[config.mk]
export PLATFORM = sky130hd
export DESIGN_NAME = irq_nest_seq
export DESIGN_NICKNAME = d
export VERILOG_FILES = /design/src/rtl/irq_seq_pkg.sv /design/src/rtl/irq_pend_bank.sv /design/src/rtl/irq_pick.sv /design/src/rtl/irq_nest_stack.sv /design/src/rtl/irq_nest_seq.sv
export SDC_FILE = /design/constraint.sdc
export NUM_CORES = 1
export LEC_CHECK = 0
export ABC_AREA = 1
export BUFFER_PORTS_ARGS = -buffer_cell sky130_fd_sc_hd__buf_2
export CELL_PAD_IN_SITES_DETAIL_PLACEMENT = 1
export CELL_PAD_IN_SITES_GLOBAL_PLACEMENT = 1
export CORE_ASPECT_RATIO = 1.1
export CORE_UTILIZATION = 40
export DETAILED_ROUTE_END_ITERATION = 8
export PLACE_DENSITY = 0.8
export REMOVE_ABC_BUFFERS = 1
export SLEW_MARGIN = 5
export SYNTH_ARGS = -nofsm -noshare
export SYNTH_HDL_FRONTEND = slang
export SYNTH_HIERARCHICAL = 1
export SYNTH_SLANG_ARGS = --single-unit
[constraint.sdc]
create_clock -name clk -period 7.5 [get_ports clk]
set_input_delay 0.75 -clock clk [delete_from_list [all_inputs] [get_ports clk]]
set_output_delay 0.75 -clock clk [all_outputs]
set_load 0.1 [all_outputs]
[src/rtl/irq_seq_pkg.sv]
package irq_seq_pkg;

   typedef enum logic [2:0] {
      PH_IDLE  = 3'd0,
      PH_SAVE  = 3'd1,
      PH_FETCH = 3'd2,
      PH_RUN   = 3'd3,
      PH_REST  = 3'd4
   } seq_phase_e;

   function automatic int unsigned id_width(input int unsigned n);
      return (n > 1) ? $clog2(n) : 1;
   endfunction

endpackage

[src/rtl/irq_pend_bank.sv]
module irq_pend_bank #(
   parameter int unsigned NUM_LINES = 8
) (
   input  logic                 clk,
   input  logic                 rst_n,
   input  logic [NUM_LINES-1:0] req_i,
   input  logic [NUM_LINES-1:0] clr_i,
   output logic [NUM_LINES-1:0] pend_o
);

   logic [NUM_LINES-1:0] prev_q;

   for (genvar g = 0; g < NUM_LINES; g++) begin : g_line
      always_ff @(posedge clk or negedge rst_n) begin
         if (!rst_n) begin
            prev_q[g] <= 1'b0;
            pend_o[g] <= 1'b0;
         end else begin
            prev_q[g] <= req_i[g];
            // a fresh edge wins over a clear in the same cycle
            pend_o[g] <= (pend_o[g] & ~clr_i[g]) | (req_i[g] & ~prev_q[g]);
         end
      end

      p_edge_sets_pend_r2 : assert property (@(posedge clk) disable iff (!rst_n)
         $rose(req_i[g]) |=> pend_o[g]);
   end

endmodule

[src/rtl/irq_pick.sv]
module irq_pick #(
   parameter int unsigned NUM_LINES = 8,
   parameter int unsigned PRIO_W    = 2,
   localparam int unsigned ID_W     = irq_seq_pkg::id_width(NUM_LINES)
) (
   input  logic [NUM_LINES-1:0]        pend_i,
   input  logic [NUM_LINES-1:0]        en_i,
   input  logic [NUM_LINES*PRIO_W-1:0] prio_i,
   output logic                        valid_o,
   output logic [ID_W-1:0]             id_o,
   output logic [PRIO_W-1:0]           prio_o
);

   logic [NUM_LINES-1:0] cand;
   assign cand = pend_i & en_i;

   always_comb begin
      valid_o = 1'b0;
      id_o    = '0;
      prio_o  = '0;
      for (int i = 0; i < NUM_LINES; i++) begin
         // strict compare keeps the lower line number on a tie
         if (cand[i] && (!valid_o || prio_i[i*PRIO_W +: PRIO_W] < prio_o)) begin
            valid_o = 1'b1;
            id_o    = ID_W'(i);
            prio_o  = prio_i[i*PRIO_W +: PRIO_W];
         end
      end
   end

endmodule

[src/rtl/irq_nest_stack.sv]
module irq_nest_stack #(
   parameter int unsigned DEPTH  = 8,
   parameter int unsigned ID_W   = 3,
   parameter int unsigned PRIO_W = 2,
   localparam int unsigned DW    = $clog2(DEPTH + 1)
) (
   input  logic              clk,
   input  logic              rst_n,
   input  logic              push_i,
   input  logic              pop_i,
   input  logic [ID_W-1:0]   push_id_i,
   input  logic [PRIO_W-1:0] push_prio_i,
   output logic [DW-1:0]     depth_o,
   output logic [ID_W-1:0]   top_id_o,
   output logic [PRIO_W-1:0] top_prio_o,
   output logic [PRIO_W-1:0] below_prio_o
);

   logic [ID_W-1:0]   id_mem   [DEPTH];
   logic [PRIO_W-1:0] prio_mem [DEPTH];

   for (genvar g = 0; g < DEPTH; g++) begin : g_slot
      always_ff @(posedge clk or negedge rst_n) begin
         if (!rst_n) begin
            id_mem[g]   <= '0;
            prio_mem[g] <= '0;
         end else if (push_i && depth_o == DW'(g)) begin
            id_mem[g]   <= push_id_i;
            prio_mem[g] <= push_prio_i;
         end
      end
   end

   always_ff @(posedge clk or negedge rst_n) begin
      if (!rst_n)
         depth_o <= '0;
      else if (push_i)
         depth_o <= depth_o + DW'(1);
      else if (pop_i)
         depth_o <= depth_o - DW'(1);
   end

   always_comb begin
      top_id_o     = '0;
      top_prio_o   = '0;
      below_prio_o = '0;
      for (int i = 0; i < DEPTH; i++) begin
         if (DW'(i + 1) == depth_o) begin
            top_id_o   = id_mem[i];
            top_prio_o = prio_mem[i];
         end
         if (DW'(i + 2) == depth_o)
            below_prio_o = prio_mem[i];
      end
   end

   p_no_overflow_r11 : assert property (@(posedge clk) disable iff (!rst_n)
      push_i |-> depth_o < DW'(DEPTH));

   p_no_underflow_r10 : assert property (@(posedge clk) disable iff (!rst_n)
      pop_i |-> depth_o != '0);

   p_single_op_r11 : assert property (@(posedge clk) disable iff (!rst_n)
      !(push_i && pop_i));

endmodule

[src/rtl/irq_nest_seq.sv]
module irq_nest_seq
   import irq_seq_pkg::*;
#(
   parameter int unsigned NUM_LINES    = 8,
   parameter int unsigned PRIO_W       = 2,
   parameter int unsigned STACK_CYCLES = 8,
   parameter int unsigned EXC_OFFSET   = 16,
   localparam int unsigned ID_W        = id_width(NUM_LINES),
   localparam int unsigned CW          = (STACK_CYCLES > 1) ? $clog2(STACK_CYCLES) : 1,
   localparam int unsigned DW          = $clog2(NUM_LINES + 1)
) (
   input  logic                        clk,
   input  logic                        rst_n,
   input  logic [NUM_LINES-1:0]        irq_req,
   input  logic [NUM_LINES-1:0]        irq_en,
   input  logic [NUM_LINES*PRIO_W-1:0] irq_prio,
   input  logic [31:0]                 tbl_base,
   input  logic                        hdl_done,
   output logic [2:0]                  phase,
   output logic                        busy,
   output logic                        hdl_start,
   output logic [31:0]                 vec_addr,
   output logic                        act_valid,
   output logic [ID_W-1:0]             act_id
);

   if (NUM_LINES < 2 || NUM_LINES > 64) begin : g_bad_lines
      $error("irq_nest_seq: NUM_LINES must lie in 2..64");
   end
   if (PRIO_W < 1 || PRIO_W > 8) begin : g_bad_prio
      $error("irq_nest_seq: PRIO_W must lie in 1..8");
   end
   if (STACK_CYCLES < 1) begin : g_bad_stack
      $error("irq_nest_seq: STACK_CYCLES must be at least 1");
   end

   localparam logic [CW-1:0] CNT_LAST = CW'(STACK_CYCLES - 1);

   seq_phase_e           state_q;
   logic [CW-1:0]        cnt_q;
   logic [ID_W-1:0]      tgt_id_q;
   logic [PRIO_W-1:0]    tgt_prio_q;

   logic [NUM_LINES-1:0] pend_vec;
   logic [NUM_LINES-1:0] clr_vec;
   logic                 sel_valid;
   logic [ID_W-1:0]      sel_id;
   logic [PRIO_W-1:0]    sel_prio;

   logic [DW-1:0]        depth;
   logic [ID_W-1:0]      top_id;
   logic [PRIO_W-1:0]    top_prio;
   logic [PRIO_W-1:0]    below_prio;
   logic                 stk_push;
   logic                 stk_pop;

   logic                 preempt;
   logic                 chain_ok;
   logic                 late_swap;
   logic [31:0]          exc_num;

   irq_pend_bank #(.NUM_LINES(NUM_LINES)) u_pend (
      .clk    (clk),
      .rst_n  (rst_n),
      .req_i  (irq_req),
      .clr_i  (clr_vec),
      .pend_o (pend_vec)
   );

   irq_pick #(.NUM_LINES(NUM_LINES), .PRIO_W(PRIO_W)) u_pick (
      .pend_i  (pend_vec),
      .en_i    (irq_en),
      .prio_i  (irq_prio),
      .valid_o (sel_valid),
      .id_o    (sel_id),
      .prio_o  (sel_prio)
   );

   irq_nest_stack #(.DEPTH(NUM_LINES), .ID_W(ID_W), .PRIO_W(PRIO_W)) u_stack (
      .clk          (clk),
      .rst_n        (rst_n),
      .push_i       (stk_push),
      .pop_i        (stk_pop),
      .push_id_i    (tgt_id_q),
      .push_prio_i  (tgt_prio_q),
      .depth_o      (depth),
      .top_id_o     (top_id),
      .top_prio_o   (top_prio),
      .below_prio_o (below_prio)
   );

   assign stk_push  = (state_q == PH_FETCH);
   assign stk_pop   = (state_q == PH_RUN) && hdl_done;
   assign clr_vec   = stk_push ? (NUM_LINES'(1) << tgt_id_q) : '0;

   assign preempt   = sel_valid && (depth == '0 || sel_prio < top_prio);
   assign chain_ok  = sel_valid && (depth < DW'(2) || sel_prio < below_prio);
   assign late_swap = sel_valid && (sel_prio < tgt_prio_q);

   always_ff @(posedge clk or negedge rst_n) begin
      if (!rst_n) begin
         state_q    <= PH_IDLE;
         cnt_q      <= '0;
         tgt_id_q   <= '0;
         tgt_prio_q <= '0;
      end else begin
         unique case (state_q)
            PH_IDLE: begin
               if (sel_valid) begin
                  state_q    <= PH_SAVE;
                  cnt_q      <= CNT_LAST;
                  tgt_id_q   <= sel_id;
                  tgt_prio_q <= sel_prio;
               end
            end
            PH_SAVE: begin
               if (late_swap) begin
                  tgt_id_q   <= sel_id;
                  tgt_prio_q <= sel_prio;
               end
               if (cnt_q == '0)
                  state_q <= PH_FETCH;
               else
                  cnt_q <= cnt_q - CW'(1);
            end
            PH_FETCH: begin
               state_q <= PH_RUN;
            end
            PH_RUN: begin
               if (hdl_done) begin
                  if (chain_ok) begin
                     state_q    <= PH_FETCH;
                     tgt_id_q   <= sel_id;
                     tgt_prio_q <= sel_prio;
                  end else begin
                     state_q <= PH_REST;
                     cnt_q   <= CNT_LAST;
                  end
               end else if (preempt) begin
                  state_q    <= PH_SAVE;
                  cnt_q      <= CNT_LAST;
                  tgt_id_q   <= sel_id;
                  tgt_prio_q <= sel_prio;
               end
            end
            PH_REST: begin
               if (cnt_q == '0)
                  state_q <= (depth != '0) ? PH_RUN : PH_IDLE;
               else
                  cnt_q <= cnt_q - CW'(1);
            end
            default: state_q <= PH_IDLE;
         endcase
      end
   end

   assign exc_num   = 32'(tgt_id_q) + 32'(EXC_OFFSET);
   assign vec_addr  = tbl_base + (exc_num << 2);
   assign phase     = state_q;
   assign busy      = (state_q == PH_SAVE) || (state_q == PH_REST);
   assign hdl_start = stk_push;
   assign act_valid = (depth != '0);
   assign act_id    = top_id;

   // fetch is reached only at the end of a save or by a tail chain
   p_fetch_origin_r8 : assert property (@(posedge clk) disable iff (!rst_n)
      (state_q == PH_FETCH) |->
         ($past(state_q) == PH_SAVE) || ($past(state_q) == PH_RUN && $past(hdl_done)));

   // a save entered from the run phase needs a strictly more urgent request
   p_preempt_urgent_r6 : assert property (@(posedge clk) disable iff (!rst_n)
      (state_q == PH_SAVE && $past(state_q) == PH_RUN) |-> $past(sel_prio) < $past(top_prio));

   // a swapped target during a save is always more urgent
   p_late_more_urgent_r9 : assert property (@(posedge clk) disable iff (!rst_n)
      (state_q == PH_SAVE && $past(state_q) == PH_SAVE && tgt_id_q != $past(tgt_id_q))
         |-> tgt_prio_q < $past(tgt_prio_q));

   // restore starts only from a finished handler
   p_restore_after_done_r10 : assert property (@(posedge clk) disable iff (!rst_n)
      (state_q == PH_REST && $past(state_q) == PH_RUN) |-> $past(hdl_done));

   // the chosen line is pending and enabled
   p_pick_eligible_r3 : assert property (@(posedge clk) disable iff (!rst_n)
      sel_valid |-> (pend_vec[sel_id] && irq_en[sel_id]));

   // run phase always has an active handler
   p_run_has_handler_r10 : assert property (@(posedge clk) disable iff (!rst_n)
      (state_q == PH_RUN) |-> act_valid);

endmodule

==> run metrics <==
crit path DAT 6.94 ns; post-layout min period 6.72 ns; post-DP HPWL 12,400 um; Max-Cap Viols 0; post-DR vias/cell 4.97; Post-Syn Area 5600 um^2; R2R cell count 57; DRT Pass-1 Iters 5; Final Non-Filler Cells 1,151; port bufs 103; routed length per instance 14.0 um; RePlAce Congestion 0.793; IO Count 108; placed cell count 1,135; Horiz. Die Dim 115 um; initial antenna violation count 0; H-tree levels 3; Post-Synth Adder-Cell Area 4.38%; final wirelength 16,100 um; unrepaired setup endpoints after global routing no; maximum root-to-sink buffer count 2; mux contribution to synthesized area 0%; Seq cells post-synth 71; Lkg Pwr 3.61 nW; share of cells above drive strength 1 19.6%; Critical-path top delay cell ha_1; First DRT Iteration DRCs 180; CP Capture Point tgt_prio_q[0]$_DFFE_PN0P_; RR Endpoint tgt_prio_q[0]$_DFFE_PN0P_; Synth Warn # 6; Req. time, crit path 7.71 ns; total power 2.81 mW; reg2reg start u_pend/pend_o[0]$_DFF_PN0_; Simple-Gate Fraction of Synth Area 43.0%; Final Hold Vio Count 0; period utilisation layout 89.6%; Synth cell types 36; Initial Utilization 41.7%; Setup crit end kind register; CTS buffer count 9; number of cell rows 44; status completed; r2r setup slk 0.87 ns; Post-DRT Antenna Nets 0; Max IR drop VDD 346 uV; Hold WC Path Type register to register; first-pass GRT wire length 27,700 um; remaining design rule violation count 0; DIE HEIGHT 126 um; max_slew headroom 39.3%; Seq/Total Area, Yosys 31.7%; Worst Setup SP irq_en[0]; XOR/XNOR Fraction of Synth Area 2.66%; Post-DP Area 6290 um^2; worst setup path class input pin to register; total core area 13,400 um^2; most used cell, CP nand2_1; clock slew at reported path FFs 0.06 ns; Fillers 1,925; Area growth syn-to-layout 17.7%; main combinational cell family by area after synthesis simple AND/OR/NAND/NOR gates; gr ovfl total 0; worst-path maximum fanout 6; vias in the first global route 5,910; Gate Count Post-Synth 856; largest net degree at the start of global routing 72; Post-CTS Hold Fix Bufs 0; Hold Slack 0.475 ns; Max stage delay on crit path 0.31 ns; max-slew violations 0; Worst Tran Pin Value 0.911 ns; fmax 149 MHz; Total GRT Usage 24.0%; routed vias 5,717; Worst-Skew Late Latency 0.33 ns; Critical Path Start Type input pin; nets 1,048; clk sink count 71; fin area 6590 um^2; setup TNS 0 ns; root buffer cell clkbuf_16; skew final 0.00556 ns; Synth Area in Compound Gates 7.65%; Hold Path Stages 3; Ant. Diodes 0; CTS tree yes; Die ar. 14,500 um^2; endpoints failing setup 0; syn avg cell area 6.54 um^2; PD cells 427 nW/um^2
## report_power, final
group / switching, mW / leakage [nW] / internal (mW)
logic: 1.26 / 2.59 / 0.458
registers: 0.140 / 0.875 / 0.531
clock network: 0.165 / 0.136 / 0.258
total: 1.57 / 3.61 / 1.25
## state kept, by name (all words and copies together) (netlist names)
| register | count |
|---|---|
| cnt_q | 3 |
| tgt_id_q | 3 |
| tgt_prio_q | 2 |
| u_stack/prio_mem | 16 |
| u_stack/id_mem | 24 |
| phase | 3 |
| u_pend/prev_q | 8 |
| u_pend/pend_o | 8 |
| u_stack/depth_o | 4 |
## repair_timing
action | 4_1_cts | 5_1_grt
setup endpoints to repair | 0 | 11
setup buffers | 0 | 0
gates resized for setup | 0 | 5
## kinds of logic after synthesis
family | count (synthesis)
adders and majority gates | 19
buffers and inverters | 149
DFF | 71
AOI/OAI and AO/OA | 78
and+or+nand+nor | 522
xor gates and xnor gates | 17
## cell usage after synthesis, drive strengths merged
library cell,n,area [um^2]
a21boi,1,7.51
a21oi,15,93.9
a41oi,1,8.76
and2,1,6.26
buf,10,70.1
dfrtp,71,1780
fa,1,20.0
ha,18,225
inv,139,522
nand2,324,1330
nand3,75,425
nand3b,8,60.1
nand4,24,150
nor2,74,315
nor3,7,61.3
o211a,1,10.0
o21ai,60,308
or2,9,58.8
xnor2,6,52.6
xor2,11,96.3
## area by class of cell
cell class / instances / area, um^2 / share of cell area (%)
Multi-Input combinational cell: 636 / 3230 / 49.1
Sequential cell: 71 / 1780 / 27.0
Timing Repair Buffer: 105 / 531 / 8.06
Inverter: 139 / 522 / 7.92
Clock buffer: 11 / 233 / 3.53
Tap cell: 184 / 230 / 3.50
Clock inverter: 5 / 58.8 / 0.893
## layout by cell type (no fill, tap or decap), drive strengths merged
master / n
a21boi: 1
a21oi: 15
a41oi: 1
and2: 1
buf: 105
bufinv: 1
clkbuf: 11
clkinv: 2
clkinvlp: 2
dfrtp: 71
fa: 1
ha: 18
inv: 139
nand2: 324
nand3: 75
nand3b: 8
nand4: 24
nor2: 74
nor3: 7
o211a: 1
o21ai: 60
or2: 9
xnor2: 6
xor2: 11
## critical path, delay by kind of cell
kind	cells	cell delay [ns]
buffers and inverters	3	0.24
AOI/OAI and AO/OA	5	0.72
adders and majority gates	7	1.89
and+or+nand+nor	43	3.36
## stage by stage
| step | setup WS (ns) | utilization [%] |
|---|---|---|
| 2_1_floorplan | 0.993 | - |
| 3_3_place_gp | 0.467 | 46.8 |
| 3_5_place_dp | 0.0983 | 46.8 |
| 4_1_cts | 0.398 | 49.0 |
| 5_1_grt | 0.00388 | 49.0 |
| 6_report | 0.777 | 49.0 |
## worst min-delay path by stage
stage	endpoint	from	slack (ns)
after floorplan	cnt_q[1]$_DFFE_PN0P_	cnt_q[1]$_DFFE_PN0P_	0.44
after detailed placement	u_pend/pend_o[6]$_DFF_PN0_	u_pend/prev_q[6]$_DFF_PN0_	0.47
final	u_pend/pend_o[7]$_DFF_PN0_	u_pend/prev_q[7]$_DFF_PN0_	0.47
after global routing	u_pend/pend_o[6]$_DFF_PN0_	u_pend/prev_q[6]$_DFF_PN0_	0.50
after global placement	u_pend/pend_o[6]$_DFF_PN0_	u_pend/prev_q[6]$_DFF_PN0_	0.46
after CTS	u_pend/pend_o[7]$_DFF_PN0_	u_pend/prev_q[7]$_DFF_PN0_	0.48
## metal layers
layer	track usage (%)	part of all wire (%)	vias up
met5	0	0	-
met4	6.04	1.3	0
met3	2.79	2.5	15
met2	43.7	51	85
met1	29.8	46	2728
li1	-	-	2889
Power figures use the tool's default switching activity.
